File: config.mk
export PLATFORM = sky130hd
export DESIGN_NAME = coh_line_ctrl
export DESIGN_NICKNAME = d
export VERILOG_FILES = /design/src/rtl/coh_pkg.sv /design/src/rtl/coh_state_array.sv /design/src/rtl/coh_snoop_xlate.sv /design/src/rtl/coh_req_fsm.sv /design/src/rtl/coh_line_ctrl.sv
export SDC_FILE = /design/constraint.sdc
export NUM_CORES = 1
export LEC_CHECK = 0
export CAP_MARGIN = 20
export CORE_AREA = 3 3 103 105
export CTS_BUF_LIST = sky130_fd_sc_hd__clkbuf_2
export DETAILED_ROUTE_END_ITERATION = 8
export DIE_AREA = 0 0 106 108
export PLACE_DENSITY = 0.65
export SLEW_MARGIN = 40
export SYNTH_ARGS = -nofsm -noshare
export SYNTH_HDL_FRONTEND = slang
export SYNTH_SLANG_ARGS = --single-unit
File: constraint.sdc
create_clock -name clk -period 3.4 [get_ports clk]
set_input_delay 0.34 -clock clk [delete_from_list [all_inputs] [get_ports clk]]
set_output_delay 0.34 -clock clk [all_outputs]
set_load 0.01 [all_outputs]
File: src/rtl/coh_pkg.sv
package coh_pkg;
  typedef enum logic [1:0] {
    LS_I = 2'd0,
    LS_S = 2'd1,
    LS_E = 2'd2,
    LS_M = 2'd3
  } line_st_t;

  typedef enum logic [1:0] {
    BR_RD   = 2'd0,
    BR_RDX  = 2'd1,
    BR_UPGR = 2'd2
  } bus_cmd_t;

  typedef enum logic [2:0] {
    SN_RD     = 3'd0,
    SN_RDX    = 3'd1,
    SN_UPGR   = 3'd2,
    SN_WBACK  = 3'd3,
    SN_SUPPLY = 3'd4
  } snp_cmd_t;
endpackage

File: src/rtl/coh_state_array.sv
module coh_state_array #(
  parameter int LINES = 16,
  parameter int NRD   = 5,
  parameter int NWR   = 3,
  localparam int IDX_W = $clog2(LINES)
) (
  input  logic                       clk,
  input  logic                       rst_n,
  input  logic [NRD-1:0][IDX_W-1:0]  rd_idx,
  output logic [NRD-1:0][1:0]        rd_st,
  input  logic [NWR-1:0]             wr_en,
  input  logic [NWR-1:0][IDX_W-1:0]  wr_idx,
  input  logic [NWR-1:0][1:0]        wr_st
);
  logic [LINES-1:0][1:0] st_q;

  // one register per line; later write ports take priority
  for (genvar g = 0; g < LINES; g++) begin : g_line
    always_ff @(posedge clk) begin
      if (!rst_n) begin
        st_q[g] <= coh_pkg::LS_I;
      end else begin
        for (int w = 0; w < NWR; w++) begin
          if (wr_en[w] && wr_idx[w] == IDX_W'(g)) st_q[g] <= wr_st[w];
        end
      end
    end
  end

  for (genvar p = 0; p < NRD; p++) begin : g_rd
    assign rd_st[p] = st_q[rd_idx[p]];
  end
endmodule

File: src/rtl/coh_snoop_xlate.sv
module coh_snoop_xlate
  import coh_pkg::*;
(
  input  logic       snp_valid,
  input  logic [2:0] snp_cmd,
  input  logic [1:0] cur_st,
  output logic [1:0] nxt_st,
  output logic       chg,
  output logic       hit,
  output logic       flush
);
  line_st_t cur;
  assign cur = line_st_t'(cur_st);

  always_comb begin
    hit    = snp_valid && (cur != LS_I);
    nxt_st = cur_st;
    flush  = 1'b0;
    if (hit) begin
      case (snp_cmd)
        SN_RD: begin
          flush  = (cur == LS_M);
          nxt_st = LS_S;
        end
        SN_RDX, SN_UPGR: begin
          flush  = (cur == LS_M);
          nxt_st = LS_I;
        end
        default: nxt_st = cur_st;
      endcase
    end
    chg = hit && (nxt_st != cur_st);
  end
endmodule

File: src/rtl/coh_req_fsm.sv
module coh_req_fsm
  import coh_pkg::*;
#(
  parameter int ADDR_W = 8
) (
  input  logic              clk,
  input  logic              rst_n,
  input  logic              cpu_req_valid,
  output logic              cpu_req_ready,
  input  logic              cpu_req_write,
  input  logic [ADDR_W-1:0] cpu_req_addr,
  output logic              cpu_rsp_valid,
  output logic              cpu_rsp_hit,
  input  logic              block,
  input  logic [1:0]        cur_st,
  input  logic [1:0]        pend_st,
  output logic              bus_req_valid,
  output logic [1:0]        bus_req_cmd,
  output logic [ADDR_W-1:0] pend_addr,
  input  logic              bus_gnt,
  input  logic              bus_shared,
  output logic              upd_en,
  output logic [ADDR_W-1:0] upd_addr,
  output logic [1:0]        upd_st
);
  typedef enum logic {PH_IDLE, PH_WAIT} phase_t;

  phase_t ph_q;
  logic   pw_q;
  logic   accept, is_hit;
  line_st_t cur, pend;

  assign cur  = line_st_t'(cur_st);
  assign pend = line_st_t'(pend_st);

  assign cpu_req_ready = (ph_q == PH_IDLE) && !block;
  assign accept        = cpu_req_valid && cpu_req_ready;
  assign is_hit        = cpu_req_write ? (cur == LS_E || cur == LS_M) : (cur != LS_I);
  assign bus_req_valid = (ph_q == PH_WAIT);

  // command follows the live state so a lost shared copy turns into RDX
  always_comb begin
    if (!pw_q)              bus_req_cmd = BR_RD;
    else if (pend == LS_S)  bus_req_cmd = BR_UPGR;
    else                    bus_req_cmd = BR_RDX;
  end

  always_comb begin
    upd_en   = 1'b0;
    upd_addr = cpu_req_addr;
    upd_st   = LS_M;
    if (bus_req_valid && bus_gnt) begin
      upd_en   = 1'b1;
      upd_addr = pend_addr;
      upd_st   = pw_q ? LS_M : (bus_shared ? LS_S : LS_E);
    end else if (accept && is_hit && cpu_req_write && cur == LS_E) begin
      upd_en = 1'b1;
    end
  end

  always_ff @(posedge clk) begin
    if (!rst_n) begin
      ph_q          <= PH_IDLE;
      pw_q          <= 1'b0;
      pend_addr     <= '0;
      cpu_rsp_valid <= 1'b0;
      cpu_rsp_hit   <= 1'b0;
    end else begin
      cpu_rsp_valid <= 1'b0;
      cpu_rsp_hit   <= 1'b0;
      if (ph_q == PH_IDLE) begin
        if (accept && is_hit) begin
          cpu_rsp_valid <= 1'b1;
          cpu_rsp_hit   <= 1'b1;
        end else if (accept) begin
          ph_q      <= PH_WAIT;
          pw_q      <= cpu_req_write;
          pend_addr <= cpu_req_addr;
        end
      end else if (bus_gnt) begin
        ph_q          <= PH_IDLE;
        cpu_rsp_valid <= 1'b1;
      end
    end
  end
endmodule

File: src/rtl/coh_line_ctrl.sv
module coh_line_ctrl
  import coh_pkg::*;
#(
  parameter int ADDR_W = 8,
  parameter int LINES  = 16
) (
  input  logic              clk,
  input  logic              rst_n,
  input  logic              cpu_req_valid,
  output logic              cpu_req_ready,
  input  logic              cpu_req_write,
  input  logic [ADDR_W-1:0] cpu_req_addr,
  output logic              cpu_rsp_valid,
  output logic              cpu_rsp_hit,
  output logic              bus_req_valid,
  output logic [1:0]        bus_req_cmd,
  output logic [ADDR_W-1:0] bus_req_addr,
  input  logic              bus_gnt,
  input  logic              bus_shared,
  input  logic              snp_valid,
  input  logic [2:0]        snp_cmd,
  input  logic [ADDR_W-1:0] snp_addr,
  output logic              snp_hit,
  output logic              snp_flush,
  input  logic              drop_valid,
  input  logic [ADDR_W-1:0] drop_addr,
  input  logic [ADDR_W-1:0] look_addr,
  output logic [1:0]        look_state
);
  localparam int IDX_W = $clog2(LINES);
  localparam int NRD   = 5;
  localparam int NWR   = 3;
  localparam int RP_CPU = 0, RP_PEND = 1, RP_SNP = 2, RP_DROP = 3, RP_LOOK = 4;
  localparam int WP_DROP = 0, WP_SNP = 1, WP_FSM = 2;

  logic [NRD-1:0][IDX_W-1:0] rd_idx;
  logic [NRD-1:0][1:0]       rd_st;
  logic [NWR-1:0]            wr_en;
  logic [NWR-1:0][IDX_W-1:0] wr_idx;
  logic [NWR-1:0][1:0]       wr_st;

  logic [1:0]        snp_nxt;
  logic              snp_chg;
  logic              upd_en;
  logic [ADDR_W-1:0] upd_addr;
  logic [1:0]        upd_st;

  assign rd_idx[RP_CPU]  = cpu_req_addr[IDX_W-1:0];
  assign rd_idx[RP_PEND] = bus_req_addr[IDX_W-1:0];
  assign rd_idx[RP_SNP]  = snp_addr[IDX_W-1:0];
  assign rd_idx[RP_DROP] = drop_addr[IDX_W-1:0];
  assign rd_idx[RP_LOOK] = look_addr[IDX_W-1:0];
  assign look_state      = rd_st[RP_LOOK];

  coh_state_array #(.LINES(LINES), .NRD(NRD), .NWR(NWR)) u_arr (
    .clk    (clk),
    .rst_n  (rst_n),
    .rd_idx (rd_idx),
    .rd_st  (rd_st),
    .wr_en  (wr_en),
    .wr_idx (wr_idx),
    .wr_st  (wr_st)
  );

  coh_snoop_xlate u_snp (
    .snp_valid (snp_valid),
    .snp_cmd   (snp_cmd),
    .cur_st    (rd_st[RP_SNP]),
    .nxt_st    (snp_nxt),
    .chg       (snp_chg),
    .hit       (snp_hit),
    .flush     (snp_flush)
  );

  coh_req_fsm #(.ADDR_W(ADDR_W)) u_fsm (
    .clk           (clk),
    .rst_n         (rst_n),
    .cpu_req_valid (cpu_req_valid),
    .cpu_req_ready (cpu_req_ready),
    .cpu_req_write (cpu_req_write),
    .cpu_req_addr  (cpu_req_addr),
    .cpu_rsp_valid (cpu_rsp_valid),
    .cpu_rsp_hit   (cpu_rsp_hit),
    .block         (snp_valid || drop_valid),
    .cur_st        (rd_st[RP_CPU]),
    .pend_st       (rd_st[RP_PEND]),
    .bus_req_valid (bus_req_valid),
    .bus_req_cmd   (bus_req_cmd),
    .pend_addr     (bus_req_addr),
    .bus_gnt       (bus_gnt),
    .bus_shared    (bus_shared),
    .upd_en        (upd_en),
    .upd_addr      (upd_addr),
    .upd_st        (upd_st)
  );

  // drop only affects clean shared copies
  assign wr_en[WP_DROP]  = drop_valid && (rd_st[RP_DROP] == LS_S);
  assign wr_idx[WP_DROP] = drop_addr[IDX_W-1:0];
  assign wr_st[WP_DROP]  = LS_I;

  assign wr_en[WP_SNP]   = snp_chg;
  assign wr_idx[WP_SNP]  = snp_addr[IDX_W-1:0];
  assign wr_st[WP_SNP]   = snp_nxt;

  assign wr_en[WP_FSM]   = upd_en;
  assign wr_idx[WP_FSM]  = upd_addr[IDX_W-1:0];
  assign wr_st[WP_FSM]   = upd_st;
endmodule

==> results.cfg <==
[sta]
finalClockSkew_ns = 0.0231
rsz0062_at_grt = false
fin_setup_tns_ns = 0
post-route-min-period_ns = 3.05
worst_pin_slew_ns = 0.695
post-route-period-util_pct = 89.6
slew_headroom_pct = 53.5
hold_viol = 0
finalSetupViolations = 0
report.final.slew_viol_count = 0
fmaxAchievable_mhz = 328

[clock_network]
clk_path_buf_depth = 2
cts_max_level = 2
post_cts_resized = 0
clkSinkCount = 44
cts_inserted_buffers = 5
insertion_delay_ns = 0.44
clk_pin_slew_worst_paths_ns = 0.25
cts-root-buf = clkbuf_2
cts_tree = yes
cts_setup_buffers = 0
ctsHoldBuffers = 0

[setup_path]
endpoint_kind = primary output
reg2reg_depth = 7
crit_path_start_kind = register
required_ns = 3.06
reg2reg_to = u_arr.st_q[24]$_SDFFE_PN0P_
critPathMaxFanout = 8
worstPathArrival_ns = 2.71
r2r_slack_ns = 0.84
path_class = reg2out
r2r-start = u_arr.st_q[25]$_SDFFE_PN0P_

[global_routing]
grt-ovfl-total = 0
grt_max_degree = 36
grt_pass1_wl_mm = 22.0
grt_antenna_before_repair = 0
globalRouteTotalUtil_pct = 24.8
grt_pass1_vias = 3875

[routing]
drtIter0Drc = 601
postRouteAntennaNets = 0
route.detailed.drc = 0
wl_per_cell_um = 22.6
via_per_inst = 6.57
vias = 4114
routed_wl_mm = 14.2
drt_pre_antenna_iters = 5

[floorplan]
core.rowCount = 36
die_w_um = 106
start_util_pct = 40.1
dieArea_um2 = 11400
die_y_um = 108
core_area_um2 = 9730
io_pins = 61

[placed_design]
dpl.hpwl_mm = 10.4
io_buffers = 48
gp_congestion = 1.02
post_dp_cell_area_um2 = 4480

[cells_and_area]
fin_area_um2 = 4550
final_cell_mix = 49 x nand2_1, 47 x clkdlybuf4s50_1, 44 x dfxtp_1
drive_above_1_share_pct = 15.4
seq_area_um2 = 881
multi_input_area_um2 = 2800
diodes = 0
final_nets = 535
areaGrowthSynthToFinish_pct = 16.6
fill_cells = 988
layout_commonest_cell = nand2_1

[synth]
synth.net_count = 499
yosysUniqueCellTypes = 81
synth-main-ff-cell = dfxtp_1
synth_cells = 456
ys_seq_area_share_pct = 22.6
syn_avg_cell_area_um2 = 8.56
yosysWarnings = 0
synth_edf_count = 0
syn_area_um2 = 3900
async_flop_share_pct = 0
synth.ff_latch_count = 44

[flow_run]
cap_violations = 0

[power]
power_density_nw_per_um2 = 244
vdd_drop_max_uv = 98.0
power.leakage_nw = 1.55
power_w = 0.00111

[outcome]
status = finished, final reports clean

[hold_path]
min_to = u_fsm.pend_addr[6]$_SDFFE_PN0P_
hold_class = in2reg
min-delay-start = cpu_req_addr[6]
whs_path_depth = 3
-- worst max-delay path, cell delays in order (launching register included) --
cell and delay [ns]:
dfxtp_1 0.61, mux2i_1 0.18, a22oi_1 0.25, nand2_1 0.15
o31a_2 0.44, nor2_1 0.11, clkdlybuf4s50_1 0.54
-- power breakdown --
part,internal (W),leakage (nW),switching [W]
logic,0.000105,1.16,0.000148
registers,0.000523,0.355,0.0000107
clock network,0.000127,0.0396,0.000198
total,0.000755,1.55,0.000357
-- how the worst max path moves through the flow --
stage | start | end | slack (ns) | cells after the start
finish | u_arr.st_q[25]$_SDFFE_PN0P_ | snp_flush | 0.35 | 6
global route | u_fsm.pend_addr[0]$_SDFFE_PN0P_ | bus_req_cmd[0] | 0.19 | 6
CTS | snp_addr[2] | snp_flush | 0.37 | 7
detailed placement | cpu_req_addr[0] | u_arr.st_q[22]$_SDFFE_PN0P_ | 0.34 | 8
global placement | cpu_req_addr[0] | u_arr.st_q[22]$_SDFFE_PN0P_ | 0.36 | 8
floorplan | look_addr[0] | look_state[0] | 1.25 | 3
-- cells by family (layout without fill, tap and decap cells) --
kind of cell    Yosys count  after routing  share of synthesized area, %
compound gates          141            141                          28.0
flops                    44             44                          22.6
mux                      44             44                          19.2
xor+xnor                  1              1                         0.224
buf+inv                  48             85                          5.67
simple gates            178            178                          24.3
-- metrics by stage --
stage	util [%]	setup slack, ns	cells	hold WS (ns)
finish	46.8	0.354	626	0.415
detailed placement	46.1	0.335	618	0.449
floorplan	-	1.25	456	0.460
CTS	46.8	0.372	626	0.397
global placement	46.1	0.359	618	0.446
global route	46.8	0.187	626	0.413
-- area by class of cell --
cell class | count | share of cell area [%]
Sequential cell | 44 | 19.3
Timing Repair Buffer | 61 | 12.6
Inverter | 16 | 1.32
Clock inverter | 3 | 1.02
Multi-Input combinational cell | 364 | 61.5
Tap cell | 133 | 3.65
Clock buffer | 5 | 0.549
-- synth_stat cells (all sizes together) (2+ instances only) --
cell type	instances	area (um2)
nor3	9	45.0
o41ai	3	26.3
a2111o	2	22.5
or2	3	18.8
o2111ai	5	50.0
nor4	4	37.5
nand2	53	209
nor3b	5	37.5
nand2b	9	63.8
a31o	3	26.3
o221a	2	22.5
mux2i	16	173
nor2b	8	50.1
o22ai	8	50.1
nand3	17	90.1
dfxtp	44	881
a41o	2	31.3
o311ai	5	43.8
a32oi	5	70.1
mux4	22	503
mux2	6	75.1
inv	16	60.1
o32ai	3	26.3
a21o	2	15.0
o21ai	29	149
o311a	4	51.3
a21oi	16	80.1
o31a	3	27.5
o21a	8	60.1
buf	12	86.3
nand4	4	25.0
and2	11	71.3
o211ai	5	42.5
a31oi	11	83.8
or3	3	18.8
o31ai	6	50.1
a22oi	6	45.0
nand3b	9	67.6
a2bb2oi	3	26.3
clkbuf	20	75.1
a311oi	3	26.3
and3	5	31.3
nor2	34	143
-- layer usage --
metal | up-vias | GRT usage (%) | wire [um]
met5 | - | 0 | 0
met4 | 0 | 11.2 | 730
met3 | 72 | 4.66 | 1600
met2 | 307 | 38.8 | 6340
met1 | 1898 | 33.6 | 5510
li1 | 1837 | - | -
-- sequential cells by signal (all words and copies together) (netlist names) --
name                 cells
u_fsm.pw_q               1
u_fsm.cpu_rsp_hit        1
u_fsm.cpu_rsp_valid      1
u_arr.st_q              32
u_fsm.pend_addr          8
u_fsm.bus_req_valid      1
Power figures use the tool's default switching activity.
